<file path="src/rtl/los_pkg.sv">
package los_pkg;
  localparam int unsigned WIN_BITS_DEF  = 128;
  localparam int unsigned MIN_MARKS_DEF = 16;
  localparam int unsigned SET_RUN_DEF   = 175;
  localparam int unsigned GAP_RUN_DEF   = 100;

  function automatic int unsigned max_u(input int unsigned a, input int unsigned b);
    return (a > b) ? a : b;
  endfunction
endpackage

</file>
<file path="src/rtl/los_zero_run.sv">
module los_zero_run #(
  parameter int unsigned RUN_MAX = 175,
  localparam int unsigned RW     = $clog2(RUN_MAX + 1)
) (
  input  logic          clk_i,
  input  logic          rst_ni,
  input  logic          adv_i,
  input  logic          mark_i,
  output logic [RW-1:0] run_nxt_o,
  output logic [RW-1:0] run_q_o
);
  logic [RW-1:0] run_q;

  always_comb begin
    run_nxt_o = run_q;
    if (adv_i) begin
      if (mark_i)                      run_nxt_o = '0;
      else if (run_q != RW'(RUN_MAX))  run_nxt_o = run_q + 1'b1;
    end
  end

  always_ff @(posedge clk_i or negedge rst_ni) begin
    if (!rst_ni) run_q <= '0;
    else         run_q <= run_nxt_o;
  end

  assign run_q_o = run_q;

  p_run_sat_r1: assert property (@(posedge clk_i) disable iff (!rst_ni)
    run_q <= RW'(RUN_MAX));
  p_run_mark_r5: assert property (@(posedge clk_i) disable iff (!rst_ni)
    (adv_i && mark_i) |=> (run_q == '0));
  p_run_idle_r6: assert property (@(posedge clk_i) disable iff (!rst_ni)
    !adv_i |=> $stable(run_q));
endmodule

</file>
<file path="src/rtl/los_window_cnt.sv">
module los_window_cnt #(
  parameter int unsigned WIN    = 128,
  localparam int unsigned CW    = $clog2(WIN + 1)
) (
  input  logic          clk_i,
  input  logic          rst_ni,
  input  logic          adv_i,
  input  logic          mark_i,
  output logic [CW-1:0] cnt_nxt_o,
  output logic [CW-1:0] cnt_q_o
);
  logic [WIN-1:0] hist_q;
  logic [CW-1:0]  cnt_q;
  logic           old_bit;

  assign old_bit = hist_q[WIN-1];

  always_comb begin
    cnt_nxt_o = cnt_q;
    if (adv_i) cnt_nxt_o = cnt_q + CW'(mark_i) - CW'(old_bit);
  end

  always_ff @(posedge clk_i or negedge rst_ni) begin
    if (!rst_ni) begin
      hist_q <= '0;
      cnt_q  <= '0;
    end else if (adv_i) begin
      hist_q <= {hist_q[WIN-2:0], mark_i};
      cnt_q  <= cnt_nxt_o;
    end
  end

  assign cnt_q_o = cnt_q;

  p_cnt_bound_r2: assert property (@(posedge clk_i) disable iff (!rst_ni)
    cnt_q <= CW'(WIN));
  p_cnt_step_r2: assert property (@(posedge clk_i) disable iff (!rst_ni)
    adv_i |=> ((cnt_q == $past(cnt_q)) || (cnt_q == $past(cnt_q) + 1'b1) ||
               (cnt_q == $past(cnt_q) - 1'b1)));
  p_cnt_idle_r6: assert property (@(posedge clk_i) disable iff (!rst_ni)
    !adv_i |=> ($stable(cnt_q) && $stable(hist_q)));
endmodule

</file>
<file path="src/rtl/los_gap_guard.sv">
module los_gap_guard #(
  parameter int unsigned WIN    = 128,
  parameter int unsigned GAP    = 100,
  parameter int unsigned RW     = 8,
  localparam int unsigned HOLD  = WIN - GAP + 1,
  localparam int unsigned HW    = $clog2(HOLD + 1)
) (
  input  logic          clk_i,
  input  logic          rst_ni,
  input  logic          adv_i,
  input  logic [RW-1:0] run_nxt_i,
  output logic          clean_nxt_o,
  output logic [HW-1:0] hold_q_o
);
  logic [HW-1:0] hold_q, hold_nxt;

  // hold counts bits until the last GAP-long zero stretch leaves the window
  always_comb begin
    hold_nxt = hold_q;
    if (adv_i) begin
      if (run_nxt_i >= RW'(GAP))  hold_nxt = HW'(HOLD);
      else if (hold_q != '0)      hold_nxt = hold_q - 1'b1;
    end
  end

  assign clean_nxt_o = (hold_nxt == '0);

  always_ff @(posedge clk_i or negedge rst_ni) begin
    if (!rst_ni) hold_q <= '0;
    else         hold_q <= hold_nxt;
  end

  assign hold_q_o = hold_q;

  p_hold_bound_r3: assert property (@(posedge clk_i) disable iff (!rst_ni)
    hold_q <= HW'(HOLD));
  p_hold_load_r3: assert property (@(posedge clk_i) disable iff (!rst_ni)
    (adv_i && run_nxt_i >= RW'(GAP)) |=> (hold_q == HW'(HOLD)));
endmodule

</file>
<file path="src/rtl/line_los_monitor.sv">
module line_los_monitor #(
  parameter int unsigned WIN_BITS  = los_pkg::WIN_BITS_DEF,
  parameter int unsigned MIN_MARKS = los_pkg::MIN_MARKS_DEF,
  parameter int unsigned SET_RUN   = los_pkg::SET_RUN_DEF,
  parameter int unsigned GAP_RUN   = los_pkg::GAP_RUN_DEF
) (
  input  logic clk_i,
  input  logic rst_ni,
  input  logic bit_valid_i,
  input  logic rpos_i,
  input  logic rneg_i,
  output logic rpos_o,
  output logic rneg_o,
  output logic los_o
);
  localparam int unsigned RUN_MAX = los_pkg::max_u(SET_RUN, GAP_RUN);
  localparam int unsigned RW      = $clog2(RUN_MAX + 1);
  localparam int unsigned CW      = $clog2(WIN_BITS + 1);
  localparam int unsigned HW      = $clog2(WIN_BITS - GAP_RUN + 2);

  logic          mark;
  logic [RW-1:0] run_nxt, run_q;
  logic [CW-1:0] cnt_nxt, cnt_q;
  logic [HW-1:0] hold_q;
  logic          clean_nxt;
  logic          los_q, los_d;
  logic          rpos_q, rneg_q;

  assign mark = rpos_i | rneg_i;

  los_zero_run #(.RUN_MAX(RUN_MAX)) u_run (
    .clk_i(clk_i), .rst_ni(rst_ni), .adv_i(bit_valid_i), .mark_i(mark),
    .run_nxt_o(run_nxt), .run_q_o(run_q)
  );

  los_window_cnt #(.WIN(WIN_BITS)) u_win (
    .clk_i(clk_i), .rst_ni(rst_ni), .adv_i(bit_valid_i), .mark_i(mark),
    .cnt_nxt_o(cnt_nxt), .cnt_q_o(cnt_q)
  );

  los_gap_guard #(.WIN(WIN_BITS), .GAP(GAP_RUN), .RW(RW)) u_gap (
    .clk_i(clk_i), .rst_ni(rst_ni), .adv_i(bit_valid_i), .run_nxt_i(run_nxt),
    .clean_nxt_o(clean_nxt), .hold_q_o(hold_q)
  );

  always_comb begin
    los_d = los_q;
    if (bit_valid_i) begin
      if (run_nxt >= RW'(SET_RUN))                      los_d = 1'b1;
      else if (los_q && cnt_nxt >= CW'(MIN_MARKS) && clean_nxt) los_d = 1'b0;
    end
  end

  always_ff @(posedge clk_i or negedge rst_ni) begin
    if (!rst_ni) begin
      los_q  <= 1'b1;
      rpos_q <= 1'b0;
      rneg_q <= 1'b0;
    end else begin
      los_q <= los_d;
      if (bit_valid_i) begin
        rpos_q <= rpos_i;
        rneg_q <= rneg_i;
      end
    end
  end

  assign los_o  = los_q;
  assign rpos_o = rpos_q;
  assign rneg_o = rneg_q;

  p_los_rise_r1: assert property (@(posedge clk_i) disable iff (!rst_ni)
    $rose(los_o) |-> (run_q >= RW'(SET_RUN)));
  p_los_fall_r2: assert property (@(posedge clk_i) disable iff (!rst_ni)
    $fell(los_o) |-> (cnt_q >= CW'(MIN_MARKS)));
  p_los_fall_gap_r3: assert property (@(posedge clk_i) disable iff (!rst_ni)
    $fell(los_o) |-> (hold_q == '0 && run_q < RW'(GAP_RUN)));
  p_pass_r4: assert property (@(posedge clk_i) disable iff (!rst_ni)
    bit_valid_i |=> (rpos_o == $past(rpos_i) && rneg_o == $past(rneg_i)));
  p_idle_r6: assert property (@(posedge clk_i) disable iff (!rst_ni)
    !bit_valid_i |=> ($stable(los_o) && $stable(rpos_o) && $stable(rneg_o)));
endmodule

</file>
<file path="config.mk">
export PLATFORM = sky130hd
export DESIGN_NAME = line_los_monitor
export DESIGN_NICKNAME = d
export VERILOG_FILES = /design/src/rtl/los_pkg.sv /design/src/rtl/los_zero_run.sv /design/src/rtl/los_window_cnt.sv /design/src/rtl/los_gap_guard.sv /design/src/rtl/line_los_monitor.sv
export SDC_FILE = /design/constraint.sdc
export NUM_CORES = 1
export LEC_CHECK = 0
export ABC_AREA = 1
export BUFFER_PORTS_ARGS = -buffer_cell sky130_fd_sc_hd__buf_2
export CORE_AREA = 4 4 131 133
export DETAILED_ROUTE_END_ITERATION = 7
export DIE_AREA = 0 0 135 137
export GPL_TIMING_DRIVEN = 0
export PLACE_DENSITY = 0.56
export SYNTH_ARGS = -nofsm -noshare
export SYNTH_HDL_FRONTEND = slang
export SYNTH_SLANG_ARGS = --single-unit
</file>
<file path="constraint.sdc">
create_clock -name clk_i -period 3.47 [get_ports clk_i]
set_clock_uncertainty 0.2 [all_clocks]
set_input_delay 0.5205 -clock clk_i [delete_from_list [all_inputs] [get_ports clk_i]]
set_output_delay 0.5205 -clock clk_i [all_outputs]
set_load 0.1 [all_outputs]
</file>
==> impl_metrics.toml, run 1 <==
[job]
drv_cap = 0

[power]
clockPowerShare_pct = 36.1
p_total_mw = 5.24
power.density_mw_per_mm2 = 719
peakVddDrop_uv = 365
seqPwrFrac_pct = 42.8
p_leak_nw = 3.47
switching_share_pct = 29.6
p_int_mw = 3.69
p_sw_mw = 1.55
pwr-share-comb_pct = 21.0

[route]
ant_nets = 0
drtIter0Drc = 305
wl_per_cell_um = 12.7
routed_wl_um = 12100
viasPerCell = 4.81
num_vias = 4582
drc = 0
dr.pass1.iters = 5

[sta]
period_minus_slack_ns = 2.67
tightest_slew_ns = 0.658
setup_viol = 0
layout_setup_ws_ns = 0.804
relSlewSlack_pct = 56.1
fmax_mhz = 375
hold_viol_final = 0
fin_crit_sh_pct = 76.8
whs_ns = 0.129
rsz0062_at_grt = "false"
finalMaxSlewViolations = 0

[finish]
drive_gt1_share_pct = 10.7
diodes = 0
layout_commonest_cell = "nand2_1"
layout_common_cells = "186 x nand2_1, 151 x dfrtp_1, 134 x o21ai_0"
register_area_mm2 = 0.00380
multiInputGateArea_mm2 = 0.00200
synthToLayoutAreaGrowth_pct = 15.2
final_cells = 953
nets = 740
fillers = 1485

[logic_synthesis]
syn_area_mm2 = 0.00633
synth_xor_area_share_pct = 0.830
synthAdderAreaFrac_pct = 2.29
ys_ff_latch = 152
synth_simple_gate_area_share_pct = 16.2
synth_cell_type_count = 30
synth_cells = 696
synth_top_family_by_area = "simple AND/OR/NAND/NOR gates"
syn-num-nets = 712
yosysWarnings = 0
synthMuxAreaShare_pct = 0
synth-seq-area-share_pct = 60.1
synth_compound_area_share_pct = 12.3
synth_area_per_cell_um2 = 9.10

[setup_path]
cpMostUsedCell = "nand2_1"
slowest_stage = "fa_1"
crit_type = "register to register"
cpPeakStageDelay_ns = 0.41
cp_max_fo = 3
cp.required_ns = 3.62
crit_chain = "ha_1, inv_1, ha_1, fa_1, nand2_1, nand2_1, nand2_1, nand2_1, nand2_1, nand2_1, nand2_1, nand2_1, nand2_1, nand3_1, o21ai_1, nor2_1, nand2_1, nand3_2, nand2_1, nand2_1"
critPathTopFamily = "simple AND/OR/NAND/NOR gates"
regToRegSetupSlack_ns = 0.80
end_kind = "register"
cp_num_buf_inv = 1
start_kind = "register"
arrival_ns = 2.81

[status]
status = "finished clean"

[cts]
ctsResizeCount = 0
cts_root_buf = "clkbuf_16"
insertion_delay_ns = 0.42
cts_buffers = 17
cts_tree = "yes"
cts.htree.levels = 4
cts_num_sinks = 152
clkTransAtPathRegs_ns = 0.06
clock_path_buffers = 2

[placement]
hpwl_um = 8010
gp_congestion = 0.783
io_buffers = 7
post-place-ws_ns = 0.526
dpl.cell_count = 920

[hold_path]
min_path_type = "primary input to register"

[floorplanning]
row_count = 46
die_area_mm2 = 0.0185
die_h_um = 137
core_mm2 = 0.0158
initial_core_util_pct = 40.0
die_x_um = 135
ios = 8

[grt]
antenna_found_initial = 0
grt_pass1_wl_um = 21800
grt_max_degree = 97
grt_pass1_vias = 4719
grt.overflow.total = 0
grt_use_total_pct = 14.7
## Yosys cell counts
master / count / area [um^2]
a21oi_1: 5 / 25.0
buf_2: 5 / 25.0
buf_4: 6 / 45.0
clkbuf_1: 20 / 75.1
clkinv_1: 3 / 11.3
dfrtp_1: 151 / 3780
dfstp_2: 1 / 26.3
fa_1: 1 / 20.0
ha_1: 10 / 125
inv_1: 93 / 349
inv_2: 6 / 22.5
nand2_1: 186 / 698
nand2_2: 9 / 56.3
nand2_4: 1 / 11.3
nand3_1: 17 / 85.1
nand3_2: 4 / 40.0
nand4_1: 5 / 31.3
nor2_1: 14 / 52.6
nor2_2: 6 / 37.5
nor3_1: 1 / 5.00
o21a_1: 1 / 7.51
o21ai_0: 134 / 671
o21ai_1: 5 / 25.0
o21bai_1: 1 / 7.51
o22ai_1: 2 / 12.5
o31ai_2: 1 / 12.5
o32ai_2: 1 / 16.3
or2_0: 1 / 6.26
xnor2_1: 1 / 8.76
xor2_1: 5 / 43.8
## final timing paths
kind                                         from  cells after the start          endpoint
worst max-delay path            u_win.hist_q[127]                     20             los_o
worst min-delay path                       rneg_i                      3            rneg_o
worst max register to register  u_win.hist_q[127]                     20             los_o
worst min register to register              los_o                      2             los_o
max in group asynchronous                  rst_ni                      3  u_win.cnt_q_o[1]
min in group asynchronous                  rst_ni                      2  u_win.hist_q[29]
## stage by stage
stage | area [um^2] | setup TNS [ns] | util [%]
global placement | 6640 | -66.82 | 41.9
floorplan | 6330 | 0 | -
detailed placement | 6670 | 0 | 42.1
finish | 7300 | 0 | 46.1
CTS | 7300 | 0 | 46.1
global route | 7300 | 0 | 46.1
## per-layer routing
layer,wire (um),vias up,track usage [%],part of all wire [%]
met4,164,0,4.76,1.4
met3,481,16,4.04,4.0
li1,-,2232,-,-
met5,0,-,0,0
met1,5630,2266,18.7,46
met2,5850,68,24.3,48
## cell type report
class	count	area share, %
plain buffers	31	1.99
inverters	102	5.25
clock buffers	21	6.45
multi-input cells	411	27.4
repair buffers	9	1.08
clock inverters	11	1.99
well taps	216	3.70
flip-flops and latches	152	52.2
## repair_timing
item	4_1_cts	5_1_grt
endpoints found under the setup margin	0	0
endpoints found under the hold margin	55	0
hold buffers	1	0
setup buffers	0	0
## worst min-delay path, delay by kind of cell
kind / cells / cell delay, ns
buf+inv: 1 / 0.09
simple gates: 2 / 0.10
## logic make-up after synthesis
group / count (synthesis)
AOI/OAI and AO/OA: 150
xor gates and xnor gates: 6
adders and majority gates: 11
buffers and inverters: 133
DFF: 152
and+or+nand+nor: 244
## power by group through the flow
stage / clock network [mW] / registers (mW) / logic [mW]
floorplan: 0 / 2.25 / 0.849
global placement: 0 / 2.26 / 1.05
detailed placement: 0 / 2.27 / 1.11
CTS: 1.94 / 2.25 / 1.12
global route: 2.02 / 2.28 / 1.30
finish: 1.89 / 2.24 / 1.10
## sequential cells by signal, indices dropped and copies added, names as in the netlist
signal and cells:
u_run.run_q_o 8, u_gap.hold_q_o 5, u_win.cnt_q_o 8, rneg_o 1, los_o 1, rpos_o 1, u_win.hist_q 128
No activity file was read; power rests on OpenSTA's default activity.
==> run 2, diff against run 1 <==
- PLACE_DENSITY: 0.56 -> 0.58
- clock period: 3.47 -> 2.3 ns (I/O delays scaled with it)
==> run 2 against run 1 <==
- highest routed layer unchanged
- critical path depth stayed put
- final cell count is 0.52% higher
- maximum frequency is 7.4% higher
- critical path type unchanged
- the run now ends with negative setup slack left
- largest power group unchanged
==> impl_metrics.toml, run 2 (same netlist as run 1, synthesis figures left out) <==
[sta]
hold_viol_final = 0
fin_crit_sh_pct = 108
finalMaxSlewViolations = 0
layout_setup_ws_ns = -0.183
rsz0062_at_grt = "true"
period_minus_slack_ns = 2.48
setup_viol = 1
fmax_mhz = 403
relSlewSlack_pct = 57.3
tightest_slew_ns = 0.640

[hold_path]
worstHoldEndpoint = "u_run.run_q_o[4]"
min_path_type = "primary input to register"
min-delay-start = "bit_valid_i"
whs_path_depth = 3

[setup_path]
startpoint = "u_win.hist_q[127]"
regToRegSetupSlack_ns = -0.18
cp.required_ns = 2.45
cpPeakStageDelay_ns = 0.41
arrival_ns = 2.63
start_kind = "register"
cp_max_fo = 2
crit_type = "register to register"
end_kind = "register"
crit_chain = "ha_4, inv_2, ha_4, fa_2, nand2_2, nand2_2, nand2_2, nand2_2, nand2_2, nand2_2, nand2_2, nand2_1, nand2_1, nand3_2, o21ai_2, nor2_1, nand2_1, nand3_2, nand2_1, nand2_1"
rr_worst_depth = 20
cpMostUsedCell = "nand2_2"
r2r_start = "u_win.hist_q[127]"
slowest_stage = "dfrtp_1"
timing.rr.end = "los_o"

[floorplanning]
row_count = 46
die_h_um = 137
initial_core_util_pct = 40.0
ios = 8
die_x_um = 135
core_mm2 = 0.0158
die_area_mm2 = 0.0185

[power]
p_leak_nw = 3.53
p_total_mw = 8.32
power.density_mw_per_mm2 = 1120
peakVddDrop_uv = 551

[route]
routed_wl_um = 12100
drc = 0
ant_nets = 0
dr.pass1.iters = 4
drtIter0Drc = 294
wl_per_cell_um = 12.6
num_vias = 4601
viasPerCell = 4.80

[cts]
cts_num_sinks = 152
cts_buffers = 17
cts_root_buf = "clkbuf_16"
clkTransAtPathRegs_ns = 0.06
cts_tree = "yes"
clock_path_buffers = 2
cts.htree.levels = 4
insertion_delay_ns = 0.42

[finish]
final_area_mm2 = 0.00744
layout_common_cells = "179 x nand2_1, 151 x dfrtp_1, 134 x o21ai_0"
diodes = 0
largest_reg_flops = 128
drive_gt1_share_pct = 12.9
nets = 745
layout_commonest_cell = "nand2_1"
synthToLayoutAreaGrowth_pct = 17.5
largest-register = "u_win.hist_q"

[grt]
grt_pass1_vias = 4663
antenna_found_initial = 0
grt_max_degree = 86
grt.overflow.total = 0
grt_use_total_pct = 14.4
grt_pass1_wl_um = 21400

[placement]
dpl_cell_area_mm2 = 0.00668
io_buffers = 7
hpwl_um = 7820
gp_congestion = 0.786

[status]
violations = "negative setup slack"
status = "finished with violations"

[job]
drv_cap = 0
==> run 2: worst max-delay path by stage <==
stage / to / cells past startpoint
6_report: los_o / 20
5_1_grt: los_o / 20
4_1_cts: los_o / 20
3_5_place_dp: los_o / 21
3_3_place_gp: u_win.hist_q[97] / 1
2_1_floorplan: los_o / 20
==> run 2: routing by layer <==
metal,track usage (%),wire length [um]
met5,0,0
met4,5.99,207
met3,3.97,434
met2,23.4,5810
met1,18.3,5620
==> run 2: metrics by stage <==
step	std cells	util, %	hold WS [ns]	worst slack (ns)	setup TNS [ns]
4_1_cts	958	46.8	0.112	-0.226	-0.283
6_report	958	47.0	0.148	-0.183	-0.183
3_3_place_gp	919	42.0	0.248	-1.45	-218.91
5_1_grt	958	47.0	0.161	-0.386	-0.512
2_1_floorplan	696	-	-0.151	-0.0360	-0.0360
3_5_place_dp	920	42.2	0.188	-0.409	-0.500
==> run 2: final cells by class <==
cell class	instances	area (um^2)
Buffer	31	145
Clock buffer	21	470
Clock inverter	11	191
Fill cell	1456	8390
Inverter	102	383
Multi-Input combinational cell	411	2050
Sequential cell	152	3800
Tap cell	216	270
Timing Repair Buffer	14	121
==> run 2: worst max-delay path, delay by kind of cell (launching register included) <==
kind | cells | cell delay [ns]
AOI/OAI and AO/OA | 1 | 0.07
adders and majority gates | 3 | 0.78
buffers and inverters | 1 | 0.04
DFF | 1 | 0.41
and+or+nand+nor | 15 | 0.91
==> run 2: repair_timing <==
item / in CTS / in global routing
hold buffers: 3 / 0
setup buffers: 3 / 0
pin swaps: 5 / 5
endpoints found under the hold margin: 69 / 0
setup endpoints to repair: 1 / 3
gates resized for setup: 4 / 9
==> run 2: report_power, final <==
part	internal, mW	leakage, nW	switching, mW	total (mW)
Clock	2.01	0.328	1.06	3.07
Combinational	0.729	1.21	1.13	1.86
Sequential	3.16	1.99	0.232	3.39
==> run 3, diff against run 2 <==
- PLACE_DENSITY: 0.58 -> 0.56
- clock period: 2.3 -> 2.8 ns (I/O delays scaled with it)
==> run 3 against run 2 <==
- the run now ends clean
- combinational power is 25% lower
- clock power fell by 23%
- global-route usage grew 0.25 points
- maximum frequency is 2.9% lower
- critical endpoint unchanged
==> impl_metrics.toml, run 3 (same netlist as run 1, synthesis figures left out) <==
[cts]
postCtsSetupRepairBufs = 0
insertion_delay_ns = 0.42
cts.htree.levels = 4
clock_path_buffers = 2
cts_num_sinks = 152
cts_root_buf = "clkbuf_16"
cts_tree = "yes"
clkTransAtPathRegs_ns = 0.06
cts_buffers = 17

[placement]
post-place-ws_ns = -0.0438
gp_congestion = 0.783
io_buffers = 7
hpwl_um = 8010

[power]
pwr-share-comb_pct = 21.4
p_leak_nw = 3.47
power.density_mw_per_mm2 = 893
p_sw_mw = 1.94
peakVddDrop_uv = 453
seqPwrFrac_pct = 42.7
p_int_mw = 4.59
switching_share_pct = 29.7
clockPowerShare_pct = 35.9

[route]
num_vias = 4578
met2_length_um = 5940
wl_per_cell_um = 12.8
drc = 0
ant_nets = 0
dr.pass1.iters = 5
drtIter0Drc = 314
routed_wl_um = 12200
viasPerCell = 4.80
highest_layer = "met4"
m1WireLength_um = 5630
route.met3.wl_um = 514

[finish]
synthToLayoutAreaGrowth_pct = 15.4
post-route-util_pct = 46.2
largest_reg_flops = 128
nets = 740
layout_commonest_cell = "nand2_1"
layout_common_cells = "185 x nand2_1, 151 x dfrtp_1, 134 x o21ai_0"
fillers = 1483
drive_gt1_share_pct = 11.3
diodes = 0
largest-register = "u_win.hist_q"

[sta]
setup_viol = 0
hold_viol_final = 0
finalMaxSlewViolations = 0
layout_setup_ws_ns = 0.244
tightest_slew_ns = 0.662
fin_crit_sh_pct = 91.3
relSlewSlack_pct = 55.9
period_minus_slack_ns = 2.56
fmax_mhz = 391

[floorplanning]
core_mm2 = 0.0158
die_x_um = 135
initial_core_util_pct = 40.0
row_count = 46
ios = 8
die_area_mm2 = 0.0185
die_h_um = 137

[grt]
grt_pass1_vias = 4719
grt_pass1_wl_um = 21800
grt_max_degree = 97
antenna_found_initial = 0
grt_use_total_pct = 14.7
grt.overflow.total = 0

[setup_path]
critPathTopFamily = "simple AND/OR/NAND/NOR gates"
regToRegSetupSlack_ns = 0.24
cpMostUsedCell = "nand2_1"
cpPeakStageDelay_ns = 0.38
cp_num_buf_inv = 1
arrival_ns = 2.70
slowest_stage = "dfrtp_1"
end_kind = "register"
crit_type = "register to register"
start_kind = "register"
cp_max_fo = 3
crit_chain = "ha_1, inv_1, ha_2, fa_2, nand2_2, nand2_1, nand2_1, nand2_1, nand2_1, nand2_1, nand2_1, nand2_1, nand2_1, nand3_1, o21ai_2, nor2_1, nand2_1, nand3_2, nand2_1, nand2_1"
cp.required_ns = 2.95

[status]
status = "finished clean"

[job]
drv_cap = 0

[hold_path]
min_path_type = "primary input to register"
run 3: cell types whose count changed in the layout (fill, tap and decap cells not counted), sizes merged:
cell,previous run,this run
clkinvlp,0,3
bufinv,5,3
buf,22,19
dlygate4sd3,3,1
inv,101,100
run 3: tightest hold or removal path, delay by kind of cell:
family / cells / cell delay (ns)
AND/OR/NAND/NOR: 2 / 0.10
buffers and inverters: 1 / 0.09
run 3: timing repair:
item | 4_1_cts | 5_1_grt
gates resized for setup | 0 | 4
hold buffers | 1 | 0
endpoints found under the hold margin | 55 | 0
setup endpoints to repair | 0 | 1
run 3: area by class of cell:
| cell class | count | area [um^2] | share of cell area (%) |
|---|---|---|---|
| plain buffers | 31 | 145 | 1.99 |
| clock buffers | 21 | 470 | 6.44 |
| clock inverters | 11 | 145 | 1.99 |
| inverters | 102 | 383 | 5.24 |
| multi-input cells | 411 | 2010 | 27.5 |
| flip-flops and latches | 152 | 3800 | 52.1 |
| well taps | 216 | 270 | 3.70 |
| repair buffers | 9 | 78.8 | 1.08 |
run 3: metal layers:
metal / up-vias / track usage, %
met1: 2257 / 18.7
met3: 17 / 4.04
li1: 2233 / -
met2: 71 / 24.3
met5: - / 0
met4: 0 / 4.76
run 3: final timing paths:
kind / startpoint / endpoint / depth (start not counted)
min reg2reg: los_o / los_o / 2
min: rneg_i / rneg_o / 3
max reg2reg: u_win.hist_q[127] / los_o / 20
max: u_win.hist_q[127] / los_o / 20
min in group asynchronous: rst_ni / u_win.hist_q[29] / 2
max in group asynchronous: rst_ni / u_win.cnt_q_o[1] / 3
run 3: through the flow:
step	std cells	hold WS [ns]	total power, mW	setup TNS, ns	cell area [um^2]
final	953	0.0296	6.53	0	7310
after global routing	953	0.0124	6.97	-0.00765	7310
after CTS	953	0.00983	6.57	0	7300
after detailed placement	920	0.225	4.19	-0.0438	6670
after global placement	919	0.249	4.11	-153.00	6640
after floorplan	696	-0.0756	3.84	0	6330
run 3: power groups by stage:
stage,sequential [mW],clock [mW],combinational [mW]
after floorplan,2.79,0,1.05
after global routing,2.82,2.51,1.64
after global placement,2.80,0,1.30
after detailed placement,2.82,0,1.37
final,2.78,2.35,1.40
after CTS,2.78,2.41,1.38
